[src/rtl/bytecop_pkg.sv]
// Shared types for the byte-coded coprocessor: control states and the
// decoded instruction class. Assumes an 8-bit instruction byte.
package bytecop_pkg;

    typedef enum logic [2:0] {
        ST_RECV,       // waiting for a host write strobe
        ST_RECV_HOLD,  // byte taken, waiting for strobe release
        ST_EXEC,       // executing the instruction at pc
        ST_PRIME,      // held by a wait instruction
        ST_IRQ,        // result selected, interrupt pending
        ST_DRIVE       // driving the result during a host read
    } state_t;

    typedef enum logic [2:0] {
        OP_SHL,
        OP_SHR,
        OP_ADD,
        OP_GRAB,
        OP_WAIT_L,
        OP_WAIT_R,
        OP_SEND
    } op_t;

    // Map an instruction byte to its class; top two bits first, then bits 5..4.
    function automatic op_t decode_op(input logic [7:0] ins);
        op_t r;
        case (ins[7:6])
            2'b00:   r = OP_SHL;
            2'b01:   r = OP_SHR;
            2'b10:   r = OP_ADD;
            default: begin
                case (ins[5:4])
                    2'b00:   r = OP_GRAB;
                    2'b01:   r = OP_WAIT_L;
                    2'b10:   r = OP_WAIT_R;
                    default: r = OP_SEND;
                endcase
            end
        endcase
        return r;
    endfunction

endpackage

[src/rtl/bytecop_btn_edge.sv]
// Push-button front end: synchronizes an asynchronous button level and
// emits a one-cycle pulse on each rising edge. Assumes SYNC_STAGES >= 2
// and that the button is debounced outside this block.
module bytecop_btn_edge #(
    parameter int SYNC_STAGES = 2
) (
    input  logic clk,
    input  logic rst_n,
    input  logic btn_i,
    output logic press_o
);

    logic [SYNC_STAGES-1:0] sync_q;
    logic                   prev_q;

    // Shift the raw level through the synchronizer and keep the last settled value.
    always_ff @(posedge clk) begin
        if (!rst_n) begin
            sync_q <= '0;
            prev_q <= 1'b0;
        end else begin
            sync_q <= {sync_q[SYNC_STAGES-2:0], btn_i};
            prev_q <= sync_q[SYNC_STAGES-1];
        end
    end

    assign press_o = sync_q[SYNC_STAGES-1] & ~prev_q;

    AST_PRESS_SINGLE_PULSE: assert property (@(posedge clk) disable iff (!rst_n)
        press_o |=> !press_o);

endmodule

[src/rtl/bytecop_alu.sv]
// Datapath for one instruction: shift, add or switch capture. Purely
// combinational; the caller decides whether the result and carry are kept.
module bytecop_alu
    import bytecop_pkg::*;
#(
    parameter int DATA_W = 8
) (
    input  op_t               op_i,
    input  logic [DATA_W-1:0] a_i,
    input  logic [DATA_W-1:0] b_i,
    input  logic [DATA_W-1:0] sw_i,
    output logic [DATA_W-1:0] res_o,
    output logic              carry_o,
    output logic              carry_we_o
);

    // Compute the result byte and the carry for the decoded class.
    always_comb begin
        res_o      = a_i;
        carry_o    = 1'b0;
        carry_we_o = 1'b0;
        case (op_i)
            OP_SHL: begin
                {carry_o, res_o} = {a_i, 1'b0};
                carry_we_o       = 1'b1;
            end
            OP_SHR: begin
                res_o      = {1'b0, a_i[DATA_W-1:1]};
                carry_o    = a_i[0];
                carry_we_o = 1'b1;
            end
            OP_ADD: begin
                {carry_o, res_o} = {1'b0, a_i} + {1'b0, b_i};
                carry_we_o       = 1'b1;
            end
            OP_GRAB: res_o = sw_i;
            default: ;
        endcase
    end

endmodule

[src/rtl/bytecop.sv]
// Byte-coded coprocessor top. It fills an 8-byte store from host write cycles,
// then runs that store as straight-line 8-bit code, and returns results
// through an interrupt-started read cycle. Assumes the host bus is
// synchronous to clk and that the host drives bus_d_i only while writing.
module bytecop
    import bytecop_pkg::*;
#(
    parameter int DATA_W      = 8,
    parameter int SYNC_STAGES = 2
) (
    input  logic              clk,
    input  logic              rst_n,
    input  logic              strobe_n_i,
    input  logic              write_n_i,
    input  logic [DATA_W-1:0] bus_d_i,
    output logic [DATA_W-1:0] bus_d_o,
    output logic              bus_oe_o,
    output logic              wait_o,
    output logic              intr_o,
    input  logic              btn_left_i,
    input  logic              btn_right_i,
    input  logic [DATA_W-1:0] switch_i,
    output logic              prime_led_o,
    output logic              carry_o
);

    localparam int ADDR_W = 3;
    localparam int DEPTH  = 1 << ADDR_W;
    localparam int NBTN   = 2;
    localparam logic [ADDR_W-1:0] LAST_ADDR = ADDR_W'(DEPTH - 1);

    state_t              state_q;
    logic [DATA_W-1:0]   mem_q [DEPTH];
    logic [ADDR_W-1:0]   wp_q;
    logic [ADDR_W-1:0]   pc_q;
    logic [ADDR_W-1:0]   sel_q;
    logic                btn_sel_q;
    logic                carry_q;

    logic [DATA_W-1:0]   instr;
    op_t                 op;
    logic [ADDR_W-1:0]   xa, xb, dest;
    logic [DATA_W-1:0]   alu_res;
    logic                alu_carry, alu_carry_we;
    logic                rx_take, mem_we, at_last;
    logic [NBTN-1:0]     btn_raw, press;

    assign instr   = mem_q[pc_q];
    assign op      = decode_op(instr[7:0]);
    assign xa      = instr[5:3];
    assign xb      = instr[2:0];
    assign dest    = (op == OP_GRAB) ? xb : xa;
    assign at_last = (pc_q == LAST_ADDR);
    assign rx_take = (state_q == ST_RECV) && !strobe_n_i && !write_n_i;
    assign mem_we  = (state_q == ST_EXEC) &&
                     (op == OP_SHL || op == OP_SHR || op == OP_ADD || op == OP_GRAB);

    // One synchronizer and edge detector per push button; index 0 is left.
    assign btn_raw = {btn_right_i, btn_left_i};
    for (genvar g = 0; g < NBTN; g++) begin : g_btn
        bytecop_btn_edge #(.SYNC_STAGES(SYNC_STAGES)) u_edge (
            .clk     (clk),
            .rst_n   (rst_n),
            .btn_i   (btn_raw[g]),
            .press_o (press[g])
        );
    end

    bytecop_alu #(.DATA_W(DATA_W)) u_alu (
        .op_i       (op),
        .a_i        (mem_q[xa]),
        .b_i        (mem_q[xb]),
        .sw_i       (switch_i),
        .res_o      (alu_res),
        .carry_o    (alu_carry),
        .carry_we_o (alu_carry_we)
    );

    // Shared code/data store: host writes in receive mode, results in execute mode.
    always_ff @(posedge clk) begin
        if (!rst_n) begin
            for (int i = 0; i < DEPTH; i++) mem_q[i] <= '0;
        end else if (rx_take) begin
            mem_q[wp_q] <= bus_d_i;
        end else if (mem_we) begin
            mem_q[dest] <= alu_res;
        end
    end

    // Control sequencer: receive, execute, wait on buttons, and return results.
    always_ff @(posedge clk) begin
        if (!rst_n) begin
            state_q   <= ST_RECV;
            wp_q      <= '0;
            pc_q      <= '0;
            sel_q     <= '0;
            btn_sel_q <= 1'b0;
            carry_q   <= 1'b0;
        end else begin
            if (state_q == ST_EXEC && alu_carry_we) carry_q <= alu_carry;
            case (state_q)
                ST_RECV: begin
                    if (rx_take) begin
                        wp_q    <= wp_q + 1'b1;
                        state_q <= ST_RECV_HOLD;
                    end
                end
                ST_RECV_HOLD: begin
                    if (strobe_n_i) begin
                        pc_q    <= '0;
                        state_q <= (wp_q == '0) ? ST_EXEC : ST_RECV;
                    end
                end
                ST_EXEC: begin
                    if (op == OP_WAIT_L || op == OP_WAIT_R) begin
                        btn_sel_q <= (op == OP_WAIT_R);
                        state_q   <= ST_PRIME;
                    end else if (op == OP_SEND) begin
                        sel_q   <= xb;
                        state_q <= ST_IRQ;
                    end else if (at_last) begin
                        wp_q    <= '0;
                        state_q <= ST_RECV;
                    end else begin
                        pc_q <= pc_q + 1'b1;
                    end
                end
                ST_PRIME: begin
                    if (press[btn_sel_q]) begin
                        if (at_last) begin
                            wp_q    <= '0;
                            state_q <= ST_RECV;
                        end else begin
                            pc_q    <= pc_q + 1'b1;
                            state_q <= ST_EXEC;
                        end
                    end
                end
                ST_IRQ: begin
                    if (!strobe_n_i && write_n_i) state_q <= ST_DRIVE;
                end
                ST_DRIVE: begin
                    if (strobe_n_i) begin
                        wp_q    <= '0;
                        state_q <= ST_RECV;
                    end
                end
                default: state_q <= ST_RECV;
            endcase
        end
    end

    assign wait_o      = (state_q == ST_RECV_HOLD) || (state_q == ST_DRIVE);
    assign bus_oe_o    = (state_q == ST_DRIVE);
    assign bus_d_o     = bus_oe_o ? mem_q[sel_q] : '0;
    assign intr_o      = (state_q == ST_IRQ) && write_n_i;
    assign prime_led_o = (state_q == ST_PRIME);
    assign carry_o     = carry_q;

    AST_WP_STEP: assert property (@(posedge clk) disable iff (!rst_n)
        rx_take |=> (wp_q == $past(wp_q) + 1'b1));
    AST_EXEC_ENTRY: assert property (@(posedge clk) disable iff (!rst_n)
        (state_q == ST_RECV_HOLD && strobe_n_i && wp_q == '0) |=> (state_q == ST_EXEC && pc_q == '0));
    AST_PC_STEP: assert property (@(posedge clk) disable iff (!rst_n)
        (mem_we && !at_last) |=> (pc_q == $past(pc_q) + 1'b1));
    AST_PRIME_HOLD: assert property (@(posedge clk) disable iff (!rst_n)
        (prime_led_o && !press[btn_sel_q]) |=> prime_led_o);
    AST_DRIVE_STABLE: assert property (@(posedge clk) disable iff (!rst_n)
        (bus_oe_o && $past(bus_oe_o)) |-> $stable(bus_d_o));
    AST_SEND_RETURN: assert property (@(posedge clk) disable iff (!rst_n)
        (state_q == ST_DRIVE && strobe_n_i) |=> (state_q == ST_RECV && wp_q == '0));

endmodule

[config.mk]
export PLATFORM = sky130hd
export DESIGN_NAME = bytecop
export DESIGN_NICKNAME = d
export VERILOG_FILES = /design/src/rtl/bytecop_pkg.sv /design/src/rtl/bytecop_btn_edge.sv /design/src/rtl/bytecop_alu.sv /design/src/rtl/bytecop.sv
export SDC_FILE = /design/constraint.sdc
export NUM_CORES = 1
export LEC_CHECK = 0
export BUFFER_PORTS_ARGS = -buffer_cell sky130_fd_sc_hd__buf_2
export CAP_MARGIN = 20
export CORE_MARGIN = 10
export CORE_UTILIZATION = 60
export CTS_CLUSTER_DIAMETER = 60
export DETAILED_ROUTE_END_ITERATION = 16
export GPL_TIMING_DRIVEN = 0
export HOLD_SLACK_MARGIN = 0.03
export PLACE_DENSITY = 0.87
export SKIP_LAST_GASP = 1
export SLEW_MARGIN = 20
export SYNTH_ARGS = -nofsm -noshare
export SYNTH_HDL_FRONTEND = slang
export SYNTH_SLANG_ARGS = --single-unit
[constraint.sdc]
create_clock -name clk -period 5.7 [get_ports clk]
set_input_delay 1.14 -clock clk [delete_from_list [all_inputs] [get_ports clk]]
set_output_delay 1.14 -clock clk [all_outputs]
set_load 0.02 [all_outputs]
==> results of run 1 <==
## final cells by class
| type | count | area [µm²] | share of cell area [%] |
|---|---|---|---|
| clock buffer | 9 | 124 | 1.79 |
| clock inverter | 6 | 47.5 | 0.687 |
| sequential | 90 | 2440 | 35.3 |
| multi-input combinational | 467 | 3750 | 54.3 |
| inverter | 14 | 52.6 | 0.760 |
| tap | 136 | 170 | 2.46 |
| timing repair buffer | 34 | 170 | 2.46 |
| buffer | 32 | 158 | 2.28 |
## through the flow
| step | cells | hold WS (ps) |
|---|---|---|
| after floorplan | 603 | 412 |
| after global placement | 773 | 415 |
| after detailed placement | 773 | 435 |
| after CTS | 788 | 456 |
| after global routing | 788 | 462 |
| final | 788 | 450 |
## state kept, by name, indices dropped and copies added, names as in the netlist, named ones only
signal               flops
sel_q                    3
carry_o                  1
state_q                  3
wp_q                     3
pc_q                     3
g_btn.u_edge.sync_q      4
mem_q                   64
g_btn.u_edge.prev_q      2
btn_sel_q                1
## power groups by stage
stage	logic, mW	registers, mW	clock network, mW
final	1.51	0.805	0.409
after global routing	1.64	0.808	0.430
after CTS	1.46	0.801	0.406
after detailed placement	1.44	0.816	0
after global placement	1.41	0.810	0
after floorplan	1.12	0.799	0
## worst reg2reg max path, cell delays in order, from the launching register on
cell and delay, ps:
dfxtp_1 560, buf_2 380, mux4_2 370, mux2i_2 550
clkbuf_2 430, mux2_2 220, o21ai_0 80, o21ai_0 270
ha_1 230, inv_1 70, fa_1 460, nor2b_1 150
o21a_1 140, o21ai_0 140, a21oi_1 270, a2111oi_2 120
a2111oi_4 730, nor3_1 110
## cell usage after synthesis, types with 9 or more instances
library cell,count
mux4_2,34
and2_1,13
nand2_1,45
o21ai_0,28
mux2i_1,59
ha_1,12
nor2_1,76
clkbuf_1,16
inv_1,13
mux2_2,20
o211ai_1,9
nor3_1,40
dfxtp_1,26
edfxtp_1,64
a21oi_1,20
## routing by layer
| layer | GRT usage [%] | vias up | wire [µm] |
|---|---|---|---|
| li1 | - | 2406 | - |
| met1 | 30.8 | 2601 | 7190 |
| met2 | 40.9 | 361 | 8870 |
| met3 | 6.20 | 46 | 2140 |
| met4 | 9.02 | 0 | 538 |
| met5 | 0 | - | 0 |
## cell families after synthesis
| logic type | Yosys count |
|---|---|
| multiplexers | 116 |
| flip-flops | 90 |
| adder cells (fa/ha/maj) | 13 |
| buffers and inverters | 46 |
| AND/OR/NAND/NOR | 215 |
| XOR/XNOR | 6 |
| AO/OA/AOI/OAI | 117 |
## worst max path at each step
stage / from / depth (start not counted) / end / slack (ps)
after global placement: register / 16 / mem_q[4][6] / -60
after CTS: register / 17 / mem_q[4][6] / 160
final: register / 17 / mem_q[4][6] / 130
after detailed placement: register / 18 / mem_q[3][6] / -190
after floorplan: register / 18 / mem_q[0][6] / 1040
after global routing: register / 19 / mem_q[5][6] / -40
==> results_dict.tcl, run 1 <==
set metrics [dict create \
    syn_area_mm2 0.00639 \
    whs_path_depth 1 \
    antenna_found_initial 0 \
    p_int_mw 1.50 \
    maxCapViolCount 0 \
    drc 0 \
    holdBufCountCts 0 \
    drtIter0Drc 761 \
    slowest_delay_ps 730 \
    min_to "g_btn[0].u_edge.sync_q[1]" \
    min-delay-start "g_btn[0].u_edge.sync_q[0]" \
    synthMuxAreaShare_pct 25.4 \
    worst-path-buf-inv 3 \
    grt_first_pass_wirelength_mm 29.2 \
    final_common_cell "nor2_1" \
    timing.final.max_slew_violations 0 \
    overflow 0 \
    clkTransAtPathRegs_ps 100 \
    ys_seq_area_share_pct 38.2 \
    critical_path_class "reg -> reg" \
    async_flop_share_pct 0 \
    fin_ws_ps 130 \
    die-area_mm2 0.0152 \
    num_vias 5414 \
    cts_tree "done" \
    root_buffer "clkbuf_8" \
    setup-tns-final_ps 0 \
    wl_per_cell_um 23.8 \
    dp_worst_setup_slack_ps -193 \
    dieWidth_um 123 \
    fin_area_mm2 0.00692 \
    switching_share_pct 45.1 \
    nFillCells 815 \
    comb_power_share_pct 55.4 \
    required_ps 5800 \
    die_h_um 123 \
    synthTopCellsByArea "edfxtp_1 30%, mux4_2 12%, mux2i_1 9.2%" \
    syn_area_per_cell_um2 10.6 \
    finalPower_mw 2.72 \
    arrival_ps 5670 \
    critPathMaxFanout 10 \
    min_period_ps 5570 \
    grt_pass1_vias 5408 \
    drt-total-wl_mm 18.7 \
    htree_levels 3 \
    worst_slew_pin_slew_ps 1080 \
    initial_core_util_pct 61.7 \
    antenna_cells 0 \
    ys.flop_type "edfxtp_1" \
    clock_latency_ps 380 \
    final_cell_mix "76 x nor2_1, 64 x edfxtp_1, 58 x mux2i_1" \
    crit_path_start_kind "register" \
    ff2ff_setup_slack_ps 130 \
    core_mm2 0.0104 \
    numCtsBuffers 9 \
    grt.total_usage_pct 24.7 \
    cp_top_family "compound AO/OA/AOI/OAI gates" \
    pwr-share-seq_pct 29.6 \
    synth_top_family_by_area "multiplexers" \
    synth_top_area_cell "edfxtp_1" \
    vdd_drop_max_mv 0.260 \
    clockBufferDepth 2 \
    num_rows 37 \
    cts_resized 2 \
    hold_viol 0 \
    post_cts_buffers 0 \
    skew_ps 15.0 \
    vias_per_cell 6.87 \
    p_clk_share_pct 15.0 \
    synth_cell_types 64 \
    synthXorXnorAreaFrac_pct 0.822 \
    num_io_pins 35 \
    worst_path_most_repeated_cell "o21ai_0" \
    synth_top_area_share_pct 30.1 \
    final_core_util_pct 66.7 \
    area_growth_pct 8.18 \
    p_sw_mw 1.23 \
    ff2ff_path_depth 17 \
    final_nets 683 \
    hpwl_mm 14.6 \
    first_pass_iters 7 \
    syn_inst 603 \
    relSlewSlack_pct 26.8 \
    power.density_mw_per_mm2 394 \
    rr_endpoint "mem_q[4][6]" \
    synth_compound_area_share_pct 13.9 \
    path_cells "buf_2 > mux4_2 > mux2i_2 > clkbuf_2 > mux2_2 > o21ai_0 > o21ai_0 > ha_1 > inv_1 > fa_1 > nor2b_1 > o21a_1 > o21ai_0 > a21oi_1 > a2111oi_2 > a2111oi_4 > nor3_1" \
    synth_simple_gate_area_share_pct 15.8 \
    setup_viol 0 \
    syn_nets 638 \
    timing.final.crit_share_pct 97.7 \
    slowest_stage "a2111oi_4" \
    synth-edff-count 64 \
    grt_max_degree 17 \
    dpl_cell_area_mm2 0.00674 \
    detail-route-antenna-nets 0 \
    ys_ff_latch 90 \
    status "finished, final reports clean" \
    cp-end-kind "register" \
    fmax_mhz 180 \
    hp-class "reg -> reg" \
    cts.sinks 90 \
    p_leak_nw 2.64 \
    finalWeightedCongestion 1.04 \
    synthAdderAreaFrac_pct 2.66 \
    drive_gt1_share_pct 22.7 \
    port_buffers 34 \
    yosys_warnings 0 \
]
Power figures use the tool's default switching activity.
==> inputs of run 2 (changes only) <==
--- a/config.mk
+++ b/config.mk
@@ -5,6 +5,7 @@
 export SDC_FILE = /design/constraint.sdc
 export NUM_CORES = 1
 export LEC_CHECK = 0
+export ABC_AREA = 1
 export BUFFER_PORTS_ARGS = -buffer_cell sky130_fd_sc_hd__buf_2
 export CAP_MARGIN = 20
 export CORE_MARGIN = 10
@@ -13,7 +14,7 @@
 export DETAILED_ROUTE_END_ITERATION = 16
 export GPL_TIMING_DRIVEN = 0
 export HOLD_SLACK_MARGIN = 0.03
-export PLACE_DENSITY = 0.87
+export PLACE_DENSITY = 0.86
 export SKIP_LAST_GASP = 1
 export SLEW_MARGIN = 20
 export SYNTH_ARGS = -nofsm -noshare
==> results_dict.tcl, run 2 <==
set metrics [dict create \
    arrival_ps 4940 \
    setup_viol 0 \
    p_sw_mw 2.44 \
    die_h_um 127 \
    holdBufCountCts 0 \
    fmax_mhz 207 \
    final_nets 1075 \
    p_clk_share_pct 13.4 \
    grt_max_degree 20 \
    critPathMaxFanout 10 \
    grt_pass1_vias 6753 \
    required_ps 5810 \
    syn_nets 1031 \
    overflow 0 \
    clockBufferDepth 2 \
    pwr-share-seq_pct 18.6 \
    hold_viol 0 \
    finalPower_mw 4.48 \
    detail-route-antenna-nets 0 \
    drive_gt1_share_pct 13.4 \
    top_usage_layer "met2" \
    numCtsBuffers 9 \
    met1_usage_pct 40.5 \
    setup-tns-final_ps 0 \
    wl_per_cell_um 20.7 \
    rsz0062_at_grt "no" \
    num_rows 38 \
    htree_levels 3 \
    clock_latency_ps 360 \
    comb_power_share_pct 68.0 \
    clkTransAtPathRegs_ps 80 \
    min_period_ps 4840 \
    cts_resized 0 \
    ys_seq_area_share_pct 35.6 \
    cts.sinks 90 \
    async_flop_share_pct 0 \
    synth_top_family_by_area "simple AND/OR/NAND/NOR gates" \
    hp-class "reg -> reg" \
    timing.final.crit_share_pct 84.8 \
    synth-edff-count 64 \
    globalRouteMet3Util_pct 7.08 \
    syn_area_mm2 0.00686 \
    hpwl_mm 18.9 \
    die-area_mm2 0.0161 \
    ys.flop_type "edfxtp_1" \
    globalRouteMet2Util_pct 44.3 \
    synth_simple_gate_area_share_pct 35.8 \
    timing.final.max_slew_violations 0 \
    drt-total-wl_mm 24.5 \
    p_int_mw 2.04 \
    cp-end-kind "register" \
    ys_top_cells_by_count "205 x nand2_1, 145 x nand3_1, 118 x nor2_1" \
    synthAdderAreaFrac_pct 2.48 \
    post_cts_buffers 0 \
    num_vias 7276 \
    largest_register_ffs 64 \
    synth_compound_area_share_pct 16.3 \
    yosys_warnings 0 \
    vdd_drop_max_mv 0.405 \
    maxCapViolCount 0 \
    synth_top_area_share_pct 28.0 \
    top_register "mem_q" \
    final_cell_mix "205 x nand2_1, 145 x nand3_1, 118 x nor2_1" \
    grt.total_usage_pct 29.6 \
    status "finished, final reports clean" \
    relSlewSlack_pct 54.4 \
    synthXorXnorAreaFrac_pct 0.510 \
    core_mm2 0.0110 \
    crit_path_start_kind "register" \
    drc 0 \
    drtIter0Drc 1324 \
    port_buffers 33 \
    synth_most_common_cell "nand2_1" \
    p_leak_nw 3.34 \
    syn_inst 996 \
    syn_area_per_cell_um2 6.89 \
    grt_first_pass_wirelength_mm 37.7 \
    first_pass_iters 6 \
    finalWeightedCongestion 1.06 \
    initial_core_util_pct 62.2 \
    final_common_cell "nand2_1" \
    antenna_found_initial 0 \
    root_buffer "clkbuf_16" \
    dieWidth_um 127 \
    power.density_mw_per_mm2 596 \
    antenna_cells 0 \
    num_io_pins 35 \
    vias_per_cell 6.14 \
    cts_tree "done" \
    area_growth_pct 9.35 \
    synth_top_area_cell "edfxtp_1" \
    worst_slew_pin_slew_ps 684 \
    skew_ps 17.9 \
    synthTopCellsByArea "edfxtp_1 28%, nand2_1 11%, nand3_1 11%" \
    switching_share_pct 54.4 \
    top_regs "mem_q: 64 flops, g_btn.u_edge.sync_q: 4 flops" \
    synthMuxAreaShare_pct 0 \
    synth_cell_types 42 \
    ys_ff_latch 90 \
    critical_path_class "reg -> reg" \
    nFillCells 968 \
]
run 2: changes by cell type in the layout (fill, tap and decap cells not counted), moves of 10 or more:
cell,delta
mux4_2,-34
mux2i_1,-58
a21oi_1,+63
o21ai_0,+64
nand2_4,+10
nor2_1,+42
and2_1,-12
inv_1,+75
nand3_1,+139
mux2_2,-20
buf_2,+11
nand2_1,+160
nor3_1,-36
run 2: routing by layer:
metal | up-vias | routed length, µm
li1 | 3439 | -
met1 | 3261 | 9490
met2 | 515 | 10600
met3 | 61 | 3630
met4 | 0 | 774
met5 | - | 0
run 2: layout make-up:
| class | count | area, µm² | area share [%] |
|---|---|---|---|
| Clock buffer | 9 | 225 | 3.00 |
| Timing Repair Buffer | 33 | 165 | 2.20 |
| Buffer | 50 | 273 | 3.63 |
| Sequential cell | 90 | 2440 | 32.5 |
| Tap cell | 140 | 175 | 2.33 |
| Clock inverter | 7 | 76.3 | 1.02 |
| Multi-Input combinational cell | 758 | 3780 | 50.4 |
| Inverter | 98 | 368 | 4.90 |
run 2: per-stage QoR:
stage | utilization [%] | setup slack (ps) | instances | hold slack (ps) | area (µm²)
2_1_floorplan | - | 2100 | 996 | 390 | 6860
3_3_place_gp | 65.3 | 1050 | 1169 | 399 | 7200
3_5_place_dp | 65.3 | 1080 | 1169 | 402 | 7200
4_1_cts | 68.0 | 1040 | 1185 | 421 | 7500
5_1_grt | 68.0 | 628 | 1185 | 455 | 7500
6_report | 68.0 | 864 | 1185 | 417 | 7500
run 2: logic make-up after synthesis:
kind of cell             after synthesis
AO/OA/AOI/OAI                        210
XOR/XNOR                               4
adder cells (fa/ha/maj)               13
buffers and inverters                148
flip-flops                            90
AND/OR/NAND/NOR                      531
run 2: path summary, 6_finish.rpt:
check / from / end / slack [ps] / depth (start not counted)
worst max-delay path: register / mem_q[3][6] / 860 / 26
worst max register to register: register / mem_q[3][6] / 860 / 26
worst min-delay path: g_btn[0].u_edge.sync_q[0] / g_btn[0].u_edge.sync_q[1] / 420 / 2
worst min register to register: g_btn[0].u_edge.sync_q[0] / g_btn[0].u_edge.sync_q[1] / 420 / 2
run 2: worst max-delay path, cell delays in order (launching register included):
cell and delay [ps]:
dfxtp_1 380, buf_2 260, buf_2 270, a21oi_1 60
o21ai_0 100, nand3_1 110, nand2_1 310, buf_2 280
buf_2 300, o21ai_0 110, nand3_1 80, o21a_1 230
ha_1 230, inv_1 70, fa_1 460, o21ai_0 300
nand2_1 90, nand2_1 70, nand2_1 60, nand2_1 60
nand2_1 60, nand2_1 60, nor2_1 40, nor2_1 170
nand3_1 120, nand2_2 200, nor2_1 80
run 2: power by group through the flow:
stage / combinational (mW) / clock, mW / sequential, mW
3_5_place_dp: 2.91 / 0 / 0.839
4_1_cts: 2.94 / 0.600 / 0.825
2_1_floorplan: 2.17 / 0 / 0.810
3_3_place_gp: 2.91 / 0 / 0.839
5_1_grt: 3.36 / 0.621 / 0.834
6_report: 3.04 / 0.601 / 0.832
